## src/rtl/dd_pkg.sv

```systemverilog
package dd_pkg;
  localparam int CLS_W  = 4;
  localparam int UNIT_W = 3;
  localparam int HOLD_W = 2;

  localparam logic [CLS_W-1:0] C_SANY  = 4'd1;
  localparam logic [CLS_W-1:0] C_SRES  = 4'd2;
  localparam logic [CLS_W-1:0] C_TWO   = 4'd3;
  localparam logic [CLS_W-1:0] C_THREE = 4'd4;
  localparam logic [CLS_W-1:0] C_BR    = 4'd5;
  localparam logic [CLS_W-1:0] C_MUL   = 4'd6;
  localparam logic [CLS_W-1:0] C_DIV   = 4'd7;
  localparam logic [CLS_W-1:0] C_LD    = 4'd8;
  localparam logic [CLS_W-1:0] C_ST    = 4'd9;

  localparam logic [UNIT_W-1:0] U_NONE = 3'd0;
  localparam logic [UNIT_W-1:0] U_PA   = 3'd1;
  localparam logic [UNIT_W-1:0] U_PB   = 3'd2;
  localparam logic [UNIT_W-1:0] U_MD   = 3'd3;
  localparam logic [UNIT_W-1:0] U_LS   = 3'd4;
  localparam logic [UNIT_W-1:0] U_BR   = 3'd5;

  typedef struct packed {
    logic              vld;
    logic              sany;
    logic              sres;
    logic              multi;
    logic [HOLD_W-1:0] extra;
    logic              br;
    logic              md;
    logic              ls;
  } need_t;
endpackage

```

## src/rtl/dd_classify.sv

```systemverilog
module dd_classify
  import dd_pkg::*;
(
  input  logic [CLS_W-1:0] cls_i,
  output need_t            need_o
);
  always_comb begin
    need_o = '0;
    unique case (cls_i)
      C_SANY:  begin need_o.vld = 1'b1; need_o.sany = 1'b1; end
      C_SRES:  begin need_o.vld = 1'b1; need_o.sres = 1'b1; end
      C_TWO:   begin need_o.vld = 1'b1; need_o.multi = 1'b1; need_o.extra = 2'd1; end
      C_THREE: begin need_o.vld = 1'b1; need_o.multi = 1'b1; need_o.extra = 2'd2; end
      C_BR:    begin need_o.vld = 1'b1; need_o.br = 1'b1; end
      C_MUL, C_DIV: begin need_o.vld = 1'b1; need_o.md = 1'b1; end
      C_LD, C_ST:   begin need_o.vld = 1'b1; need_o.ls = 1'b1; end
      default: need_o = '0;
    endcase
  end
endmodule

```

## src/rtl/dd_hold.sv

```systemverilog
module dd_hold
  import dd_pkg::*;
(
  input  logic              clk,
  input  logic              rst_n,
  input  logic              start_i,
  input  logic [HOLD_W-1:0] extra_i,
  output logic              busy_o
);
  logic [HOLD_W-1:0] hold_q, hold_d;
  logic              hold_en;

  always_comb begin
    hold_en = busy_o || start_i;
    if (busy_o) hold_d = hold_q - 1'b1;
    else        hold_d = extra_i;
  end

  always_ff @(posedge clk or negedge rst_n) begin
    if (!rst_n)       hold_q <= '0;
    else if (hold_en) hold_q <= hold_d;
  end

  assign busy_o = (hold_q != '0);

  a_r8_countdown: assert property (@(posedge clk) disable iff (!rst_n)
    busy_o |=> (hold_q == $past(hold_q) - 1'b1));
  a_r8_no_restart: assert property (@(posedge clk) disable iff (!rst_n)
    busy_o |-> !start_i);
endmodule

```

## src/rtl/dd_arbiter.sv

```systemverilog
module dd_arbiter
  import dd_pkg::*;
(
  input  need_t              need0_i,
  input  need_t              need1_i,
  input  logic               hold_i,
  input  logic               mul_busy_i,
  output logic [1:0]         grant_o,
  output logic [UNIT_W-1:0]  unit0_o,
  output logic [UNIT_W-1:0]  unit1_o,
  output logic               start_o,
  output logic [HOLD_W-1:0]  extra_o
);
  logic pa_used, pb_used;

  always_comb begin
    grant_o = 2'b00;
    unit0_o = U_NONE;
    unit1_o = U_NONE;
    if (need0_i.vld) begin
      if (need0_i.sany) begin
        grant_o[0] = 1'b1;
        unit0_o    = hold_i ? U_PB : U_PA;
      end else if (need0_i.sres) begin
        grant_o[0] = 1'b1;
        unit0_o    = U_PB;
      end else if (need0_i.multi) begin
        grant_o[0] = !hold_i;
        unit0_o    = hold_i ? U_NONE : U_PA;
      end else if (need0_i.br) begin
        grant_o[0] = 1'b1;
        unit0_o    = U_BR;
      end else if (need0_i.ls) begin
        grant_o[0] = 1'b1;
        unit0_o    = U_LS;
      end else if (need0_i.md) begin
        grant_o[0] = !mul_busy_i;
        unit0_o    = mul_busy_i ? U_NONE : U_MD;
      end
    end
    pa_used = (unit0_o == U_PA);
    pb_used = (unit0_o == U_PB);
    if (grant_o[0] && !hold_i && need1_i.vld) begin
      if (need1_i.sany) begin
        if (!pa_used) begin
          grant_o[1] = 1'b1; unit1_o = U_PA;
        end else if (!pb_used) begin
          grant_o[1] = 1'b1; unit1_o = U_PB;
        end
      end else if (need1_i.sres) begin
        if (!pb_used && !need0_i.sany) begin
          grant_o[1] = 1'b1; unit1_o = U_PB;
        end
      end else if (need1_i.multi) begin
        if (!pa_used) begin
          grant_o[1] = 1'b1; unit1_o = U_PA;
        end
      end else if (need1_i.br) begin
        if (unit0_o != U_BR) begin
          grant_o[1] = 1'b1; unit1_o = U_BR;
        end
      end else if (need1_i.ls) begin
        if (unit0_o != U_LS) begin
          grant_o[1] = 1'b1; unit1_o = U_LS;
        end
      end else if (need1_i.md) begin
        if (!mul_busy_i && unit0_o != U_MD) begin
          grant_o[1] = 1'b1; unit1_o = U_MD;
        end
      end
    end
    start_o = (grant_o[0] && need0_i.multi) || (grant_o[1] && need1_i.multi);
    extra_o = (grant_o[0] && need0_i.multi) ? need0_i.extra : need1_i.extra;
  end
endmodule

```

## src/rtl/dual_issue_steer.sv

```systemverilog
module dual_issue_steer
  import dd_pkg::*;
(
  input  logic              clk,
  input  logic              rst_n,
  input  logic [CLS_W-1:0]  cls0_i,
  input  logic [CLS_W-1:0]  cls1_i,
  input  logic              mul_busy_i,
  output logic              grant0_o,
  output logic              grant1_o,
  output logic [UNIT_W-1:0] unit0_o,
  output logic [UNIT_W-1:0] unit1_o,
  output logic [1:0]        consume_o
);
  localparam int SLOTS = 2;

  logic [1:0] rst_sync_q;
  logic       rst_ok;

  always_ff @(posedge clk or negedge rst_n) begin
    if (!rst_n) rst_sync_q <= 2'b00;
    else        rst_sync_q <= {rst_sync_q[0], 1'b1};
  end
  assign rst_ok = rst_sync_q[1];

  logic [CLS_W-1:0] cls_arr [SLOTS];
  need_t            need_arr [SLOTS];
  assign cls_arr[0] = cls0_i;
  assign cls_arr[1] = cls1_i;

  for (genvar s = 0; s < SLOTS; s++) begin : g_slot
    dd_classify u_cls (.cls_i(cls_arr[s]), .need_o(need_arr[s]));
  end

  logic              hold_busy, start;
  logic [HOLD_W-1:0] extra;
  logic [1:0]        grant;

  dd_hold u_hold (
    .clk(clk), .rst_n(rst_ok), .start_i(start), .extra_i(extra), .busy_o(hold_busy)
  );

  dd_arbiter u_arb (
    .need0_i(need_arr[0]), .need1_i(need_arr[1]), .hold_i(hold_busy),
    .mul_busy_i(mul_busy_i), .grant_o(grant), .unit0_o(unit0_o),
    .unit1_o(unit1_o), .start_o(start), .extra_o(extra)
  );

  assign grant0_o  = grant[0];
  assign grant1_o  = grant[1];
  assign consume_o = {1'b0, grant[0]} + {1'b0, grant[1]};

  a_r2_in_order: assert property (@(posedge clk) disable iff (!rst_ok)
    grant1_o |-> grant0_o);
  a_r6_distinct_units: assert property (@(posedge clk) disable iff (!rst_ok)
    (grant0_o && grant1_o) |-> (unit0_o != unit1_o));
  a_r7_busy_blocks_md: assert property (@(posedge clk) disable iff (!rst_ok)
    mul_busy_i |-> (unit0_o != U_MD && unit1_o != U_MD));
  a_r8_hold_single_issue: assert property (@(posedge clk) disable iff (!rst_ok)
    hold_busy |-> (!grant1_o && unit0_o != U_PA));
  a_r1_bubble_idle: assert property (@(posedge clk) disable iff (!rst_ok)
    !need_arr[0].vld |-> (consume_o == 2'd0 && unit0_o == U_NONE));
endmodule

```

## config.mk

```make
export PLATFORM = sky130hd
export DESIGN_NAME = dual_issue_steer
export DESIGN_NICKNAME = d
export VERILOG_FILES = /design/src/rtl/dd_pkg.sv /design/src/rtl/dd_classify.sv /design/src/rtl/dd_hold.sv /design/src/rtl/dd_arbiter.sv /design/src/rtl/dual_issue_steer.sv
export SDC_FILE = /design/constraint.sdc
export NUM_CORES = 1
export LEC_CHECK = 0
export BUFFER_PORTS_ARGS = -buffer_cell sky130_fd_sc_hd__buf_2
export CAP_MARGIN = 15
export CORE_UTILIZATION = 49
export DETAILED_ROUTE_END_ITERATION = 12
export GPL_TIMING_DRIVEN = 0
export HOLD_SLACK_MARGIN = 0.03
export PLACE_DENSITY = 0.77
export SKIP_CTS_REPAIR_TIMING = 1
export SLEW_MARGIN = 0
export SYNTH_ARGS = -nofsm -noshare
export SYNTH_HDL_FRONTEND = slang
export SYNTH_SLANG_ARGS = --single-unit
```

## constraint.sdc

```tcl
create_clock -name clk -period 1.6 [get_ports clk]
set_input_delay 0.08 -clock clk [delete_from_list [all_inputs] [get_ports clk]]
set_output_delay 0.08 -clock clk [all_outputs]
set_load 0.1 [all_outputs]
```

# Word level (Yosys, flattened, before mapping)
# Cells that the tools add are included.
dict set report classes {
  addsub 2
  mux 61
  reduce_logical 19
  n_eq_ne 23
}
# cell n
set ops {}
lappend ops {{$mux 3} 17}
lappend ops {{$mux 1} 35}
lappend ops {{$eq 4x3->1 const B} 8}
lappend ops {{$reduce_or 9->1} 2}
lappend ops {{$eq 4x2->1 const B} 4}
lappend ops {{$eq 4x4->1 const B} 4}
lappend ops {{$mux 2} 7}
lappend ops {{$pmux 3 s2} 2}
lappend ops {{$eq 4x1->1 const B} 2}
lappend ops {{$reduce_or 2->1} 4}
lappend ops {{$logic_and 1x1->1} 6}
lappend ops {{$ne 3x3->1 const B} 2}
lappend ops {{$logic_not 1->1} 4}
lappend ops {{$eq 3x1->1 const B} 1}
lappend ops {{$eq 3x2->1 const B} 1}
lappend ops {{$ne 3x2->1 const B} 1}
lappend ops {{$add 1x1->2} 1}
lappend ops {{$logic_or 1x1->1} 2}
lappend ops {{$reduce_bool 2->1} 1}
lappend ops {{$sub 2x1->2 const B} 1}
dict set report totals {
  input_bits 11
  ff_bits 4
  word_cells 107
}

# Depth between registers and ports, before layout
# Gate-level depths: netlist of run 1.
dict set report logic_depth {
  ltp_word 23
  depth_mapped 7
  depth_no_buf 6
}

# Hierarchy
# A second synthesis of run 1 with hierarchy kept.
dict set report hier_totals {
  hier_cells 98
  hier_area_um2 749.5
}
# mod cells_each n_inst seq_area_each_um2 area_per_inst_um2
set by_module_without_submodules {}
lappend by_module_without_submodules {dd_arbiter 52 1 0.0 394.1}
lappend by_module_without_submodules {dd_classify 17 2 0.0 102.6}
lappend by_module_without_submodules {dd_hold 8 1 50.0 83.8}
lappend by_module_without_submodules {dual_issue_steer 4 1 50.0 66.3}

# Least setup slack after synthesis of run 1
# OpenSTA, ideal clock, no wires.
dict set report synth_timing {
  path_type {reg-to-output}
  from {reg u_hold.hold_q[0]}
  to {out unit0_o[0]}
  n_path_buf 0
  setup_slack_ns -3.936
  t_required_ns 1.520
  arrival_ns 5.456
  stages_incl_launch_ff 4
  path_cell_list {dfrtp_1 > nor2_1 > o21ai_1 > a2111oi_0}
}
dict set report synth_via {
  elab_chain_len 6
  word_cells_on_any_way 7
}
# element line
set synth_lines {}
lappend synth_lines {{from (decl)} dd_hold.sv:10} ;# logic [HOLD_W-1:0] hold_q, hold_d;
lappend synth_lines {{from (signal assigned)} dd_hold.sv:21} ;# else if (hold_en) hold_q <= hold_d;
lappend synth_lines {{$reduce_bool 2->1 (*)} dd_hold.sv:24} ;# assign busy_o = (hold_q != '0);
lappend synth_lines {{$mux 1} dd_arbiter.sv:29} ;# unit0_o = hold_i ? U_NONE : U_PA;
lappend synth_lines {{$mux 3} dd_arbiter.sv:27} ;# end else if (need0_i.multi) begin
lappend synth_lines {{$mux 3} dd_arbiter.sv:24} ;# end else if (need0_i.sres) begin
lappend synth_lines {{$mux 3 (*)} dd_arbiter.sv:21} ;# if (need0_i.sany) begin
lappend synth_lines {{$mux 3 (*)} dd_arbiter.sv:20} ;# if (need0_i.vld) begin
lappend synth_lines {{to (decl)} dual_issue_steer.sv:11} ;# output logic [UNIT_W-1:0] unit0_o,
# Mark *: on every way between the ends. The rest lies on a longest branch, timed or not.

# Worst setup path after layout of run 1
dict set report layout_timing {
  from {reg u_hold.hold_q[1]}
  to {out consume_o[0]}
}
dict set report layout_via {
  elab_chain_len 17
  word_cells_on_any_way 37
}
# element line
set layout_lines {}
lappend layout_lines {{$reduce_bool 2->1 (*)} dd_hold.sv:24}
lappend layout_lines {{$mux 1} dd_arbiter.sv:29}
lappend layout_lines {{$mux 3} dd_arbiter.sv:27}
lappend layout_lines {{$mux 3} dd_arbiter.sv:24}
lappend layout_lines {{$mux 3} dd_arbiter.sv:21}
lappend layout_lines {{$mux 3} dd_arbiter.sv:20}
lappend layout_lines {{$ne 3x2->1} dd_arbiter.sv:67} ;# if (!mul_busy_i && unit0_o != U_MD) begin
lappend layout_lines {{$logic_and 1x1->1} dd_arbiter.sv:67}
lappend layout_lines {{$mux 1} dd_arbiter.sv:67}
lappend layout_lines {{$mux 1} dd_arbiter.sv:66} ;# end else if (need1_i.md) begin
lappend layout_lines {{$mux 1} dd_arbiter.sv:62} ;# end else if (need1_i.ls) begin
lappend layout_lines {{$mux 1} dd_arbiter.sv:58} ;# end else if (need1_i.br) begin
lappend layout_lines {{$mux 1} dd_arbiter.sv:54} ;# end else if (need1_i.multi) begin
lappend layout_lines {{$mux 1} dd_arbiter.sv:50} ;# end else if (need1_i.sres) begin
lappend layout_lines {{$mux 1} dd_arbiter.sv:44} ;# if (need1_i.sany) begin
lappend layout_lines {{$mux 1} dd_arbiter.sv:43} ;# if (grant_o[0] && !hold_i && need1_i.vld) begin
lappend layout_lines {{$add 1x1->2 (*)} dual_issue_steer.sv:51} ;# assign consume_o = {1'b0, grant[0]} + {1'b0, grant[1]};
lappend layout_lines {{to (decl)} dual_issue_steer.sv:13} ;# output logic [1:0] consume_o
# Marked as above.

==> run_results.csv, run 1 <==
group,metric,value,unit
run_status,outcome,"finished, violations left",
run_status,violations,"setup timing",
pwr,power,665.4,µW
pwr,power_frac_seq,16.5,%
critical_path,crit_arrival,1.91,ns
floorplanning,dieHeight,39.17,µm
routing,drt_first_pass_iters,4,
critical_path,cp-startpoint,"u_hold.hold_q[1]",
cts,clock-sinks,4,
critical_path,cp-endpoint,"consume_o[0]",
place,globalplace.congestion,0.7621,
floorplanning,die-area,1534,µm²
layout,num-fill-cells,69,
global_route,overflow,0,
yosys,synthesis.area,676.9,µm²
yosys,synth-edff-count,0,
timing,hold_viol_final,0,
critical_path,start_kind,"register",
pwr,combPwrFrac,61.2,%
yosys,synth_common_cells,"14 x nor2_1, 10 x a21oi_1, 9 x nand2_1",
critical_path,cp.required,1.52,ns
layout,seqCellArea,102.6,µm²
timing,fin_crit_sh,124.1,%
cts,clkTransAtPathRegs,0.06,ns
floorplanning,die_x,39.17,µm
routing,vias_per_cell,6.296,
routing,routed_wl,2355,µm
routing,routedWlPerCell,16.58,µm
pwr,intPower,353.8,µW
yosys,async_reset_ff_share,100.0,%
timing,worst_pin_slew,0.5146,ns
layout,nNetsFinal,140,
yosys,synth_flop_cell,"dfrtp_1",
yosys,ys_types,42,
critical_path,crit_path_end_kind,"primary output",
timing,slew_headroom,65.69,%
layout,multiInputGateArea,635.6,µm²
critical_path,r2r-end,"u_hold.hold_q[0]",
yosys,yosysTopAreaCell,"dfrtp_1",
cts,numCtsBuffers,3,
global_route,gr-usage-all-layers,21.76,%
critical_path,path_class,"reg2out",
place,port_buffers,16,
yosys,yosysWarnings,0,
flow_run,max-cap-violations,0,
global_route,grt_pass1_wl,2297,µm
cts,cts.path.max_buffers,2,
timing,rsz0062_at_grt,"true",
layout,final_area,1122,µm²
pwr,vdd_drop_max,0.5091,mV
yosys,synth_top_area_share,14.79,%
floorplanning,io_pins,21,
timing,timing.final.crit_period,1.985,ns
place,hpwl,1228,µm
routing,dr_wl_met2,1241,µm
routing,met1_length,885,µm
routing,drt-initial-drc-count,29,
routing,via_count,894,
cts,cts_tree,"yes",
global_route,grt_max_degree,11,
timing,finClkSkew,0.02649,ns
layout,antenna_cells,0,
layout,drive_gt1_share,43.31,%
floorplanning,coreArea,1285,µm²
pwr,clockPowerShare,22.2,%
layout,final_util,87.34,%
critical_path,r2r_cells,6,
timing,finalWorstSetupSlack,-0.3852,ns
routing,top_layer_used,"met4",
critical_path,r2r_setup_slack,-0.03,ns
pwr,power.density,592.9,nW/µm²
cts,cts_root_buf,"clkbuf_4",
layout,syn2layout_area_growth,65.80,%
timing,slew_violations,0,
yosys,yosysMostFrequentCell,"nor2_1",
floorplanning,rows,13,
critical_path,path_max_fanout,5,
yosys,synth_nets,108,
routing,drc,0,
routing,wl_met3,137,µm
yosys,synth.avg_cell_area,7.051,µm²
yosys,yosysSeqAreaShare,14.79,%
routing,ant_nets,0,
global_route,antenna_found_initial,0,
pwr,cellLeakagePower,0.4569,nW
hold_path,min-delay-path-class,"in2async",
yosys,syn_inst,96,
global_route,grt_pass1_vias,552,
timing,finalSetupViolations,11,
yosys,ys_ff_latch,4,
pwr,netSwitchingPower,311.6,µW
yosys,yosys-top-cells-area,"dfrtp_1 15%, nor2_1 7.8%, a21oi_1 7.4%",
cts,worstSkewPairLatency,0.25,ns
place,place_area,870.8,µm²
floorplanning,start_util,52.68,%
critical_path,r2r_start,"u_hold.hold_q[1]",
timing,max_freq,503.7,MHz
cts,cts.htree.levels,1,
timing,whs,0.1707,ns
pwr,p_sw_share,46.82,%
-- critical path, stage by stage (launching register included) --
cell and delay [ns]:
dfrtp_2 0.45, nor3_2 0.21, o211ai_1 0.15, and3_4 0.22
nor2_4 0.12, nor2_4 0.06, ha_4 0.27, buf_12 0.16
-- registers in the layout, indices dropped and copies added (netlist names) --
name,flops
rst_sync_q,2
u_hold.hold_q,2
-- stage by stage --
| stage | TNS [ns] | setup WS [ns] | instances |
|---|---|---|---|
| final | -2.205 | -0.3852 | 142 |
| after global routing | -2.758 | -0.4498 | 142 |
| after CTS | -3.294 | -0.6795 | 131 |
| after detailed placement | -2.029 | -0.4323 | 127 |
| after global placement | -1.993 | -0.4083 | 127 |
| after floorplan | -2.836 | -0.5651 | 96 |
-- cells in the final DEF (no fill, tap or decap), types with 2 or more instances in the layout --
cell type	n
clkbuf_4	4
nand3_1	3
o21ai_0	6
nor2b_1	4
nor2_4	3
a21oi_2	3
o211ai_1	2
dlygate4sd3_1	2
buf_2	7
clkbuf_1	3
buf_8	2
buf_6	5
nand2_1	8
nand2b_1	2
and3_1	2
dfrtp_2	2
o21ai_1	2
buf_4	10
a2111oi_4	2
dfrtp_1	2
a21oi_1	7
inv_1	2
nor2_1	10
buf_12	5
-- layer usage --
metal / vias to the layer above / global-route usage, %
met5: - / 0
met4: 0 / 0
met3: 12 / 6.936
met2: 42 / 39.17
met1: 417 / 26.37
li1: 423 / -
-- power groups by stage --
stage | registers, mW | clock network (mW) | logic (mW)
floorplan | 0.111 | 0 | 0.272
global placement | 0.112 | 0 | 0.306
detailed placement | 0.112 | 0 | 0.309
CTS | 0.111 | 0.142 | 0.309
global route | 0.110 | 0.162 | 0.426
finish | 0.110 | 0.148 | 0.407
-- worst min-delay path by stage --
stage	start	end	slack, ns	cells past startpoint
6_report	rst_n	rst_sync_q[0]	0.17	2
5_1_grt	rst_n	rst_sync_q[0]	0.18	2
4_1_cts	rst_n	rst_sync_q[0]	-0.38	1
3_5_place_dp	rst_n	rst_sync_q[0]	-0.13	1
3_3_place_gp	rst_n	rst_sync_q[1]	-0.13	1
2_1_floorplan	rst_n	rst_sync_q[0]	-0.22	0
-- kinds of logic after synthesis --
family	Yosys count	share of synthesized area, %
buf+inv	9	7.579
mux	1	1.479
simple gates	45	35.49
flops	4	14.79
xor+xnor	1	1.294
other cells	1	0.5540
fa+ha+maj	1	1.848
compound gates	34	36.97
-- final cells by class --
| type | count | share of cell area, % |
|---|---|---|
| timing repair buffer | 27 | 24.41 |
| inverter | 2 | 0.6689 |
| sequential | 4 | 9.142 |
| multi-input combinational | 83 | 56.63 |
| buffer | 7 | 5.128 |
| tap | 15 | 1.672 |
| clock buffer | 4 | 2.341 |
Power figures use the tool's default switching activity.
==> inputs of run 2 (changes only) <==
--- a/config.mk
+++ b/config.mk
@@ -11,7 +11,7 @@
 export DETAILED_ROUTE_END_ITERATION = 12
 export GPL_TIMING_DRIVEN = 0
 export HOLD_SLACK_MARGIN = 0.03
-export PLACE_DENSITY = 0.77
+export PLACE_DENSITY_LB_ADDON = 0.08
 export SKIP_CTS_REPAIR_TIMING = 1
 export SLEW_MARGIN = 0
 export SYNTH_ARGS = -nofsm -noshare
==> run 2 against run 1 <==
Net effect:
- sequential power is essentially flat
- critical endpoint unchanged
- fmax grew 1.5%
- the run still ends with setup timing left
- hold slack lost 0.00060 ns
- first-iteration DRC count shrank 41%
- flip-flop and latch count is the same
- clock power shrank 3%
- highest routed layer is now met3
- routed wire length shrank 13%
- global-route usage grew 1.5 points
==> run_results.csv, run 2 (same netlist as run 1, synthesis figures left out) <==
group,metric,value,unit
run_status,outcome,"finished, violations left",
run_status,violations,"setup timing",
critical_path,start_kind,"register",
cts,cts_root_buf,"clkbuf_4",
place,globalplace.congestion,0.8121,
layout,seqCellArea,102.6,µm²
layout,syn2layout_area_growth,61.55,%
hold_path,min-delay-path-class,"in2async",
timing,fin_setup_tns,-2.104,ns
cts,cts_tree,"yes",
critical_path,worst_path_most_repeated_cell,"nor2_4",
pwr,vdd_drop_max,0.5618,mV
layout,nNetsFinal,138,
flow_run,max-cap-violations,0,
critical_path,slowest_delay,0.46,ns
floorplanning,start_util,52.68,%
layout,final_cell_mix,"10 x buf_2, 9 x nor2_1, 8 x buf_4, 8 x nand2_1, 7 x a21oi_1",
critical_path,crit_path_end_kind,"primary output",
global_route,overflow,0,
cts,numCtsBuffers,3,
floorplanning,die_x,39.17,µm
critical_path,cp_num_buf_inv,1,
critical_path,crit_arrival,1.88,ns
global_route,gr-usage-all-layers,23.24,%
timing,slew_violations,0,
floorplanning,die-area,1534,µm²
critical_path,crit_family,"simple AND/OR/NAND/NOR gates",
pwr,cellLeakagePower,0.4395,nW
routing,drc,0,
routing,ant_nets,0,
floorplanning,coreArea,1285,µm²
global_route,grt_max_degree,11,
critical_path,path_max_fanout,5,
routing,drt-initial-drc-count,17,
routing,vias_per_cell,5.879,
place,place_area,870.8,µm²
floorplanning,io_pins,21,
routing,routed_wl,2054,µm
layout,drive_gt1_share,44.00,%
routing,routedWlPerCell,14.67,µm
critical_path,crit_chain,"nor3_2 -> o211ai_1 -> and3_4 -> nor2_4 -> nor2_4 -> ha_4 -> buf_12",
layout,final_common_cell,"buf_2",
timing,finalSetupViolations,8,
global_route,grt_pass1_vias,596,
cts,worstSkewPairLatency,0.24,ns
timing,max_freq,511.2,MHz
layout,multiInputGateArea,649.4,µm²
floorplanning,dieHeight,39.17,µm
routing,drt_first_pass_iters,4,
global_route,grt_pass1_wl,2463,µm
layout,antenna_cells,0,
place,hpwl,1262,µm
cts,clkTransAtPathRegs,0.05,ns
timing,timing.final.crit_period,1.956,ns
floorplanning,rows,13,
layout,num-fill-cells,76,
timing,worst_pin_slew,0.5348,ns
layout,final_area,1094,µm²
timing,whs,0.1701,ns
critical_path,path_class,"reg2out",
timing,finalWorstSetupSlack,-0.3563,ns
timing,fin_crit_sh,122.3,%
global_route,antenna_found_initial,0,
place,port_buffers,16,
cts,cts.htree.levels,1,
pwr,power,641.5,µW
critical_path,slowest_stage,"dfrtp_2",
critical_path,cp.required,1.52,ns
timing,hold_viol_final,0,
timing,rsz0062_at_grt,"true",
layout,top_regs,"rst_sync_q (2), u_hold.hold_q (2)",
routing,via_count,823,
pwr,power.density,586.6,nW/µm²
cts,cts.path.max_buffers,2,
timing,slew_headroom,64.35,%
timing,finClkSkew,0.009881,ns
cts,clock-sinks,4,
## run 2: cell count changes in the layout (fill, tap and decap cells not counted), sizes merged
| cell | delta |
|---|---|
| clkbuf | -1 |
| buf | -1 |
## run 2: path summary, 6_finish.rpt
path	from	slack, ns	depth (start not counted)	endpoint
worst max-delay path	u_hold.hold_q[0]	-0.36	7	consume_o[0]
worst min-delay path	rst_n	0.17	2	rst_sync_q[1]
worst max register to register	u_hold.hold_q[0]	0.03	6	u_hold.hold_q[0]
worst min register to register	rst_sync_q[0]	0.37	0	rst_sync_q[1]
max in group asynchronous	rst_sync_q[1]	0.91	1	u_hold.hold_q[1]
min in group clk	cls0_i[1]	0.34	5	u_hold.hold_q[1]
## run 2: cell type report
| type | instances | area share [%] |
|---|---|---|
| repair buffers | 25 | 21.17 |
| inverters | 2 | 0.6865 |
| clock buffers | 4 | 2.403 |
| well taps | 15 | 1.716 |
| multi-input cells | 83 | 59.38 |
| flip-flops and latches | 4 | 9.382 |
| plain buffers | 7 | 5.263 |
## run 2: where the power goes
group	total [mW]	internal [mW]	leakage, nW	switching (mW)
Clock	0.144	0.0941	0.0150	0.0500
Combinational	0.387	0.139	0.377	0.248
Sequential	0.111	0.106	0.0477	0.00470
Total	0.642	0.339	0.439	0.303
## run 2: per-stage QoR
stage          setup slack (ns)  cells  utilization (%)
2_1_floorplan           -0.5651     96                -
3_3_place_gp            -0.3999    127            67.77
3_5_place_dp            -0.4087    127            67.77
4_1_cts                 -0.6647    131            69.82
5_1_grt                 -0.4593    140            85.10
6_report                -0.3563    140            85.10
## run 2: worst reg2reg max path, delay by kind of cell (launching register included)
family	cells	cell delay (ns)
flip-flops	1	0.46
buffers and inverters	1	0.13
AND/OR/NAND/NOR	2	0.43
AO/OA/AOI/OAI	3	0.43
## run 2: layer usage
layer | track usage, % | share of wire, %
met1 | 28.97 | 41
met2 | 42.50 | 56
met3 | 5.202 | 3.1
met4 | 0 | 0
met5 | 0 | 0
